[config.mk]
export PLATFORM = sky130hd
export DESIGN_NAME = rtobuf_top
export DESIGN_NICKNAME = d
export VERILOG_FILES = /design/src/rtl/rtobuf_pkg.sv /design/src/rtl/rtobuf_rstsync.sv /design/src/rtl/rtobuf_decode.sv /design/src/rtl/rtobuf_buffer.sv /design/src/rtl/rtobuf_latch.sv /design/src/rtl/rtobuf_top.sv
export SDC_FILE = /design/constraint.sdc
export NUM_CORES = 1
export LEC_CHECK = 0
export ABC_AREA = 1
export BUFFER_PORTS_ARGS = -buffer_cell sky130_fd_sc_hd__buf_2
export CAP_MARGIN = 40
export CORE_MARGIN = 1.5
export CORE_UTILIZATION = 47
export DETAILED_ROUTE_END_ITERATION = 10
export PLACE_DENSITY = 0.81
export SETUP_SLACK_MARGIN = 0.4
export SLEW_MARGIN = 20
export SYNTH_ARGS = -nofsm -noshare
export SYNTH_HDL_FRONTEND = slang
export SYNTH_HIERARCHICAL = 1
export SYNTH_SLANG_ARGS = --single-unit
[constraint.sdc]
create_clock -name clk -period 1.2 [get_ports clk]
set_input_delay 0.06 -clock clk [delete_from_list [all_inputs] [get_ports clk]]
set_output_delay 0.06 -clock clk [all_outputs]
set_load 0.01 [all_outputs]
[src/rtl/rtobuf_pkg.sv]
package rtobuf_pkg;
  localparam int unsigned BUS_W = 8;
  localparam int unsigned SEL_W = $clog2(BUS_W);

  typedef enum logic {
    MODE_SPLIT = 1'b0,
    MODE_WIDE  = 1'b1
  } rto_mode_e;
endpackage

[src/rtl/rtobuf_rstsync.sv]
module rtobuf_rstsync #(
  parameter int unsigned STAGES = 2
) (
  input  logic clk,
  input  logic rst_n,
  output logic rst_sync_n
);
  logic [STAGES-1:0] chain_q;

  always_ff @(posedge clk or negedge rst_n) begin
    if (!rst_n) chain_q <= '0;
    else        chain_q <= {chain_q[STAGES-2:0], 1'b1};
  end

  assign rst_sync_n = chain_q[STAGES-1];
endmodule

[src/rtl/rtobuf_decode.sv]
module rtobuf_decode
  import rtobuf_pkg::*;
#(
  parameter int unsigned LO_W = 4,
  parameter int unsigned HI_W = 2
) (
  input  rto_mode_e         mode,
  input  logic              sel_high,
  input  logic              we,
  input  logic              bit_en,
  input  logic [SEL_W-1:0]  bit_sel,
  input  logic [BUS_W-1:0]  wdata,
  output logic [LO_W-1:0]   lo_wen,
  output logic [LO_W-1:0]   lo_wval,
  output logic [HI_W-1:0]   hi_wen,
  output logic [HI_W-1:0]   hi_wval
);
  logic lo_owned;
  logic hi_owned;

  always_comb begin
    lo_owned = (mode == MODE_WIDE) || !sel_high;
    hi_owned = (mode == MODE_WIDE) ||  sel_high;
  end

  for (genvar i = 0; i < LO_W; i++) begin : g_lo
    always_comb begin
      lo_wval[i] = bit_en ? wdata[0] : wdata[i];
      lo_wen[i]  = we && lo_owned && (!bit_en || (bit_sel == SEL_W'(i)));
    end
  end

  for (genvar j = 0; j < HI_W; j++) begin : g_hi
    always_comb begin
      hi_wval[j] = bit_en ? wdata[0] : wdata[LO_W+j];
      hi_wen[j]  = we && hi_owned && (!bit_en || (bit_sel == SEL_W'(LO_W + j)));
    end
  end
endmodule

[src/rtl/rtobuf_buffer.sv]
module rtobuf_buffer #(
  parameter int unsigned W = 4
) (
  input  logic         clk,
  input  logic         rst_n,
  input  logic [W-1:0] wen,
  input  logic [W-1:0] wval,
  output logic [W-1:0] q
);
  logic [W-1:0] d;

  always_comb begin
    for (int k = 0; k < W; k++) begin
      d[k] = wen[k] ? wval[k] : q[k];
    end
  end

  always_ff @(posedge clk or negedge rst_n) begin
    if (!rst_n)     q <= '0;
    else if (|wen)  q <= d;
  end
endmodule

[src/rtl/rtobuf_latch.sv]
module rtobuf_latch
  import rtobuf_pkg::*;
#(
  parameter int unsigned LO_W = 4,
  parameter int unsigned HI_W = 2
) (
  input  logic            clk,
  input  logic            rst_n,
  input  rto_mode_e       mode,
  input  logic            trig_lo,
  input  logic            trig_hi,
  input  logic [LO_W-1:0] lo_q,
  input  logic [HI_W-1:0] hi_q,
  output logic [LO_W-1:0] out_lo,
  output logic [HI_W-1:0] out_hi
);
  logic            ld_lo;
  logic            ld_hi;
  logic [LO_W-1:0] lo_d;
  logic [HI_W-1:0] hi_d;

  always_comb begin
    ld_lo = trig_lo;
    ld_hi = (mode == MODE_WIDE) ? trig_lo : trig_hi;
    lo_d  = ld_lo ? lo_q : out_lo;
    hi_d  = ld_hi ? hi_q : out_hi;
  end

  always_ff @(posedge clk or negedge rst_n) begin
    if (!rst_n) begin
      out_lo <= '0;
      out_hi <= '0;
    end else if (ld_lo || ld_hi) begin
      out_lo <= lo_d;
      out_hi <= hi_d;
    end
  end
endmodule

[src/rtl/rtobuf_top.sv]
module rtobuf_top
  import rtobuf_pkg::*;
#(
  parameter int unsigned LO_W   = 4,
  parameter int unsigned HI_W   = 2,
  parameter int unsigned ADDR_W = 2
) (
  input  logic                  clk,
  input  logic                  rst_n,
  input  logic                  wide_mode,
  input  logic [ADDR_W-1:0]     bus_addr,
  input  logic                  bus_we,
  input  logic                  bus_bit_en,
  input  logic [SEL_W-1:0]      bus_bit_sel,
  input  logic [BUS_W-1:0]      bus_wdata,
  output logic [BUS_W-1:0]      bus_rdata,
  input  logic                  trig_lo,
  input  logic                  trig_hi,
  output logic [LO_W+HI_W-1:0]  port_out
);
  localparam int unsigned OUT_W    = LO_W + HI_W;
  localparam int unsigned HI_SEL_B = 1;
  localparam int unsigned PAD_W    = BUS_W - OUT_W;

  logic            rst_q_n;
  rto_mode_e       mode;
  logic [LO_W-1:0] lo_wen, lo_wval, lo_q, out_lo;
  logic [HI_W-1:0] hi_wen, hi_wval, hi_q, out_hi;

  assign mode = rto_mode_e'(wide_mode);

  rtobuf_rstsync #(.STAGES(2)) u_rst (
    .clk        (clk),
    .rst_n      (rst_n),
    .rst_sync_n (rst_q_n)
  );

  rtobuf_decode #(.LO_W(LO_W), .HI_W(HI_W)) u_dec (
    .mode     (mode),
    .sel_high (bus_addr[HI_SEL_B]),
    .we       (bus_we),
    .bit_en   (bus_bit_en),
    .bit_sel  (bus_bit_sel),
    .wdata    (bus_wdata),
    .lo_wen   (lo_wen),
    .lo_wval  (lo_wval),
    .hi_wen   (hi_wen),
    .hi_wval  (hi_wval)
  );

  rtobuf_buffer #(.W(LO_W)) u_buf_lo (
    .clk (clk), .rst_n (rst_q_n), .wen (lo_wen), .wval (lo_wval), .q (lo_q)
  );

  rtobuf_buffer #(.W(HI_W)) u_buf_hi (
    .clk (clk), .rst_n (rst_q_n), .wen (hi_wen), .wval (hi_wval), .q (hi_q)
  );

  rtobuf_latch #(.LO_W(LO_W), .HI_W(HI_W)) u_latch (
    .clk     (clk),
    .rst_n   (rst_q_n),
    .mode    (mode),
    .trig_lo (trig_lo),
    .trig_hi (trig_hi),
    .lo_q    (lo_q),
    .hi_q    (hi_q),
    .out_lo  (out_lo),
    .out_hi  (out_hi)
  );

  assign bus_rdata = {{PAD_W{1'b0}}, hi_q, lo_q};
  assign port_out  = {out_hi, out_lo};
endmodule

==> results_dict.tcl, run 1 <==
set metrics [dict create \
    fin_worst_skew_ps 1.095 \
    clk_pin_slew_ps 80 \
    numCtsBuffers 3 \
    wirelength_mm 1.564 \
    critPathKind "flip-flop to output pin" \
    cp_slowest_cell "dfrtp_1" \
    fin_tns_setup_ps 0 \
    hold_viol_final 0 \
    place_ws_ps 371.3 \
    arrival_ps 810 \
    area_growth_pct 36.41 \
    globalplace.congestion 0.7675 \
    syn-instance-count 100 \
    drcViolationCount 0 \
    ctsResizeCount 0 \
    fin_crit_sh_pct 72.29 \
    clkPwrFrac_pct 25.0 \
    synth_area_leader_cell "dfrtp_1" \
    cap_violations 0 \
    via_per_inst 4.667 \
    synth_edf_count 0 \
    ctsRootBufferMaster "clkbuf_4" \
    grt_pass1_wl_mm 2.663 \
    placementRows 13 \
    synthTopCellsByCount "nand2_1 (40), inv_1 (17), dfrtp_1 (14), nand3_1 (8)" \
    ir_drop_uv 880.8 \
    synth_seq_area_share_pct 48.78 \
    nFillCells 118 \
    synth_cell_types 11 \
    setup_viol 0 \
    max_clock_freq_ghz 1.153 \
    cts_tree "yes" \
    pwr-share-seq_pct 45.4 \
    maxSlewViolCount 0 \
    path_buf_inv 1 \
    nNetsFinal 162 \
    dp_hpwl_mm 1.131 \
    drt-pass1-iter-count 4 \
    p_comb_share_pct 29.6 \
    hold_ws_ps 5.550 \
    yosys.cell_count.top_type "nand2_1" \
    grt_pass1_vias 639 \
    synth_seq_cells 14 \
    grt_overflow 0 \
    min_path_type "input port to flip-flop" \
    fp.dieW_um 42.09 \
    cellPowerDensity_nw_per_um2 1321 \
    yosys.area.top_type_share_pct 48.78 \
    setup_slack_ps 332.5 \
    avgSynthCellArea_um2 7.182 \
    die_h_um 42.09 \
    cp-end-kind "output pin" \
    fin_crit_ps 867.5 \
    synth-async-reset-ratio_pct 100.0 \
    via_count 728 \
    power.leakage_nw 0.6036 \
    clk_latency_ps 270 \
    synth_area_um2 718.2 \
    crit_fanout 2 \
    track_usage_pct 19.33 \
    max-clock-path-buffers 2 \
    path_cells "buf_2" \
    ys.flop_type "dfrtp_1" \
    layout-drive-gt1-share_pct 32.62 \
    critPathTopFamily "flip-flops" \
    cp-start-kind "flip-flop" \
    wl_per_cell_um 10.03 \
    cp_slowest_stage_delay_ps 400 \
    io_pins 34 \
    status "finished, final reports clean" \
    synthTopCellsByArea "dfrtp_1 (49%), nand2_1 (21%), inv_1 (8.9%)" \
    initial_core_util_pct 52.56 \
    core_area_um2 1366 \
    first_iter_violations 26 \
    final_util_pct 71.70 \
    p_switching_mw 0.3726 \
    rsz0062_at_grt "yes" \
    cts_max_level 1 \
    insertedDiodeCount 0 \
    io_buffers 28 \
    netSwitchingFraction_pct 28.79 \
    grt_max_degree 13 \
    required_ps 1140 \
    cts_sinks 14 \
    total_power_mw 1.294 \
    die_area_um2 1772 \
    drt.antenna.violating_nets 0 \
    power.internal_mw 0.9218 \
    antenna_found_initial 0 \
    yosys_warnings 6 \
]
[sequential cells by signal, indices dropped and copies added, names as in the netlist]
signal / cells
u_latch/out_hi: 2
u_buf_hi/q: 2
u_latch/out_lo: 4
u_rst/chain_q: 2
u_buf_lo/q: 4
[timing repair]
item | in CTS | in global routing
buffers inserted | 8 | 3
hold buffers | 1 | 0
endpoints found under the hold margin | 2 | 0
endpoints found under the setup margin | 12 | 14
[placed cells by master (no fill, tap or decap)]
cell type / n
a21oi_1: 6
buf_2: 28
buf_4: 11
clkbuf_4: 3
clkbuf_8: 1
conb_1: 3
dfrtp_1: 14
dlygate4sd3_1: 1
inv_1: 17
inv_2: 1
nand2_1: 40
nand2_2: 1
nand3_1: 8
nor2_2: 1
o21ai_0: 6
[per-layer routing]
layer / up-vias / global-route usage (%) / part of all wire (%)
li1: 380 / - / -
met1: 311 / 23.84 / 40
met4: 0 / 7.500 / 1.3
met3: 2 / 1.724 / 7.5
met5: - / 0 / 0
met2: 35 / 34.69 / 51
[power groups by stage]
stage          combinational [mW]  sequential (mW)  clock (mW)
5_1_grt                     0.424            0.599       0.354
3_5_place_dp                0.269            0.611           0
6_report                    0.383            0.588       0.323
2_1_floorplan               0.116            0.637           0
4_1_cts                     0.358            0.587       0.333
3_3_place_gp                0.260            0.604           0
[path summary, 6_finish.rpt]
kind | from | endpoint | slack (ps) | cells after the start
worst max-delay path | u_buf_lo/q[2]$_DFFE_PN0P_ | bus_rdata[2] | 330 | 1
worst min-delay path | bus_wdata[0] | u_buf_lo/q[0]$_DFFE_PN0P_ | 6 | 3
worst max register to register | u_buf_hi/q[1]$_DFFE_PN0P_ | u_latch/out_hi[1]$_DFFE_PN0P_ | 430 | 3
worst min register to register | u_rst/chain_q[1]$_DFF_PN0_ | u_latch/out_lo[3]$_DFFE_PN0P_ | 190 | 0
max in group asynchronous | u_rst/chain_q[1]$_DFF_PN0_ | u_buf_hi/q[0]$_DFFE_PN0P_ | 690 | 0
min in group asynchronous | rst_n | u_rst/chain_q[0]$_DFF_PN0_ | 100 | 2
[per-stage QoR]
stage / std cells / instance area [µm²]
6_report: 156 / 979.7
5_1_grt: 156 / 979.7
4_1_cts: 153 / 957.2
3_5_place_dp: 140 / 850.8
3_3_place_gp: 140 / 850.8
2_1_floorplan: 101 / 721.9
[logic make-up (layout without fill, tap and decap cells)]
group                  Yosys count  count (layout)  synth area share [%]
other                            2               3                 1.046
buffers and inverters           22              62                 13.59
flip-flops                      14              14                 48.78
AO/OA/AOI/OAI                   12              12                 8.363
AND/OR/NAND/NOR                 50              50                 28.22
[area by class of cell]
type                            instances  area (µm²)  area share, %
Clock buffer                            4       36.28          3.704
Inverter                               18       67.56          6.897
Sequential cell                        14       350.3          35.76
Tap cell                               15       18.77          1.916
Multi-Input combinational cell         65       274.0          27.97
Timing Repair Buffer                   40       232.7          23.75
Note: power is estimated with default switching activity, not from simulation.
==> run 2, diff against run 1 <==
--- a/config.mk
+++ b/config.mk
@@ -5,13 +5,13 @@
 export SDC_FILE = /design/constraint.sdc
 export NUM_CORES = 1
 export LEC_CHECK = 0
-export ABC_AREA = 1
+export ABC_AREA = 0
 export BUFFER_PORTS_ARGS = -buffer_cell sky130_fd_sc_hd__buf_2
 export CAP_MARGIN = 40
 export CORE_MARGIN = 1.5
-export CORE_UTILIZATION = 47
+export CORE_UTILIZATION = 44
 export DETAILED_ROUTE_END_ITERATION = 10
-export PLACE_DENSITY = 0.81
+export PLACE_DENSITY = 0.76
 export SETUP_SLACK_MARGIN = 0.4
 export SLEW_MARGIN = 20
 export SYNTH_ARGS = -nofsm -noshare
==> constraint.sdc (replaced) <==
create_clock -name clk -period 0.8 [get_ports clk]
set_input_delay 0.04 -clock clk [delete_from_list [all_inputs] [get_ports clk]]
set_output_delay 0.04 -clock clk [all_outputs]
set_load 0.01 [all_outputs]
==> results_dict.tcl, run 2 <==
set metrics [dict create \
    status "finished, violations left" \
    violations "setup timing" \
    clk_latency_ps 270 \
    critPathLaunch "bus_bit_sel[2]" \
    synth_area_um2 716.9 \
    nFillCells 133 \
    synth_cell_types 19 \
    ir_drop_uv 863.8 \
    synth-async-reset-ratio_pct 100.0 \
    syn-instance-count 59 \
    cap_violations 0 \
    arrival_ps 1060 \
    area_growth_pct 39.44 \
    setup_viol 15 \
    final_cell_mix "buf_2 (25), dfrtp_1 (13), mux2_4 (12)" \
    pwr-share-seq_pct 46.2 \
    core_area_um2 1524 \
    insertedDiodeCount 0 \
    grt_pass1_wl_mm 2.242 \
    io_pins 34 \
    fin_crit_ps 900.0 \
    die_h_um 43.37 \
    crit_cells 4 \
    numCtsBuffers 3 \
    min_path_type "input port to flip-flop" \
    multi_input_area_um2 361.6 \
    final_common_cell "buf_2" \
    path_cells "buf_8 -> or3b_1 -> a211oi_2 -> mux2_4" \
    synth_area_leader_cell "dfrtp_1" \
    drt.antenna.violating_nets 0 \
    grt_pass1_vias 515 \
    cts_max_level 1 \
    clk_pin_slew_ps 80 \
    ff2ff_path_depth 1 \
    power.leakage_nw 0.5086 \
    via_count 529 \
    cts_sinks 14 \
    synth_seq_area_share_pct 48.87 \
    hold_viol_final 0 \
    fin_worst_skew_ps 2.436 \
    dp_hpwl_mm 1.061 \
    layout-drive-gt1-share_pct 60.87 \
    crit_path_end "u_buf_lo/q[2]$_DFFE_PN0P_" \
    maxSlewViolCount 0 \
    cp_slowest_cell "or3b_1" \
    seq_area_um2 351.6 \
    synth_edf_count 0 \
    cp-start-kind "input port" \
    r2r_end "u_latch/out_hi[0]$_DFFE_PN0P_" \
    rsz0062_at_grt "yes" \
    wl_per_cell_um 12.17 \
    path_buf_inv 1 \
    grt_max_degree 13 \
    reg.largest.list "u_buf_lo/q x4, u_latch/out_lo x4" \
    track_usage_pct 16.46 \
    cellPowerDensity_nw_per_um2 2056 \
    io_buffers 28 \
    clkPwrFrac_pct 23.5 \
    synthTopCellsByCount "dfrtp_1 (14), inv_1 (6), mux2_4 (6), o21ai_0 (6), mux2_2 (4)" \
    drcViolationCount 0 \
    first_iter_violations 7 \
    avgSynthCellArea_um2 12.15 \
    netSwitchingFraction_pct 26.84 \
    p_comb_share_pct 30.3 \
    max-clock-path-buffers 2 \
    synthTopCellsByArea "dfrtp_1 (49%), mux2_4 (13%), mux2_2 (6.3%)" \
    p_switching_mw 0.5517 \
    required_ps 960 \
    yosys_warnings 6 \
    power.internal_mw 1.504 \
    worstReg2RegStart "u_buf_hi/q[0]$_DFFE_PN0P_" \
    critPathKind "input port to flip-flop" \
    hold_ws_ps 14.55 \
    yosys.cell_count.top_type "dfrtp_1" \
    setup_slack_ps -100.0 \
    fp.dieW_um 43.37 \
    critPathTopFamily "simple AND/OR/NAND/NOR gates" \
    nNetsFinal 113 \
    antenna_found_initial 0 \
    placementRows 14 \
    initial_core_util_pct 47.04 \
    globalplace.congestion 0.7483 \
    cp-end-kind "flip-flop" \
    total_power_mw 2.056 \
    ctsRootBufferMaster "clkbuf_4" \
    yosys.area.top_type_share_pct 48.87 \
    final_util_pct 65.60 \
    max_clock_freq_ghz 1.111 \
    ys.flop_type "dfrtp_1" \
    drt-pass1-iter-count 3 \
    synth_seq_cells 14 \
    die_area_um2 1881 \
    via_per_inst 4.898 \
    fin_crit_sh_pct 112.5 \
    cp_slowest_stage_delay_ps 380 \
    crit_fanout 6 \
    cts_tree "yes" \
    regToRegSetupSlack_ps 10 \
    wirelength_mm 1.314 \
    grt_overflow 0 \
]
## run 2: cell count changes in the layout (fill, tap and decap cells not counted), sizes merged, moves of 4 or more
cell,delta
a21oi,-4
nand3,-8
mux2,+12
buf,-8
nand2,-40
inv,-12
## run 2: power groups by stage
stage | combinational, mW | clock (mW) | sequential (mW)
after detailed placement | 0.591 | 0 | 0.980
after global placement | 0.574 | 0 | 0.965
after floorplan | 0.302 | 0 | 1.02
after global routing | 0.673 | 0.534 | 0.974
final | 0.623 | 0.482 | 0.950
after CTS | 0.606 | 0.505 | 0.966
## run 2: through the flow
step | worst slack (ps) | std cells | cell area, µm² | setup TNS [ps]
floorplan | -252.4 | 60 | 759.5 | -908.3
global placement | -393.6 | 102 | 907.1 | -2014
detailed placement | -413.4 | 102 | 907.1 | -2095
CTS | -84.01 | 107 | 975.9 | -972.9
global route | -133.7 | 108 | 999.7 | -1390
finish | -100.0 | 108 | 999.7 | -794.7
## run 2: worst min path at each step
| stage | from | slack [ps] | to | cells past startpoint |
|---|---|---|---|---|
| finish | bus_wdata[0] | 10 | u_buf_lo/q[0]$_DFFE_PN0P_ | 2 |
| global route | bus_wdata[0] | 8 | u_buf_lo/q[0]$_DFFE_PN0P_ | 2 |
| CTS | bus_wdata[0] | 2 | u_buf_lo/q[0]$_DFFE_PN0P_ | 2 |
| detailed placement | rst_n | -170 | u_rst/chain_q[0]$_DFF_PN0_ | 1 |
| global placement | rst_n | -180 | u_rst/chain_q[0]$_DFF_PN0_ | 1 |
| floorplan | rst_n | -260 | u_rst/chain_q[0]$_DFF_PN0_ | 0 |
## run 2: repair_timing
item,4_1_cts,5_1_grt
setup endpoints to repair,25,37
setup buffers,0,1
hold buffers,1,0
resized for setup,7,1
hold endpoints to repair,2,0
pin swaps,4,1
## run 2: area by class of cell
cell class,count,share of cell area (%)
Multi-Input combinational cell,36,36.17
Sequential cell,14,35.17
Timing Repair Buffer,32,20.78
Clock buffer,4,3.630
Inverter,6,2.253
Tap cell,16,2.003
## run 2: kinds of logic after synthesis
family                 Yosys count  synth area share (%)
DFF                             14                 48.87
muxes                           13                 23.91
AOI/OAI and AO/OA               12                 11.52
buffers and inverters           10                 6.805
and+or+nand+nor                  8                 7.853
other                            2                 1.048
## run 2: metal layers
metal / global-route usage [%] / up-vias / wire length, µm
met5: 0 / - / 0
li1: - / 266 / -
met3: 1.250 / 2 / 68
met2: 27.16 / 22 / 654
met1: 20.64 / 239 / 578
met4: 10.91 / 0 / 12
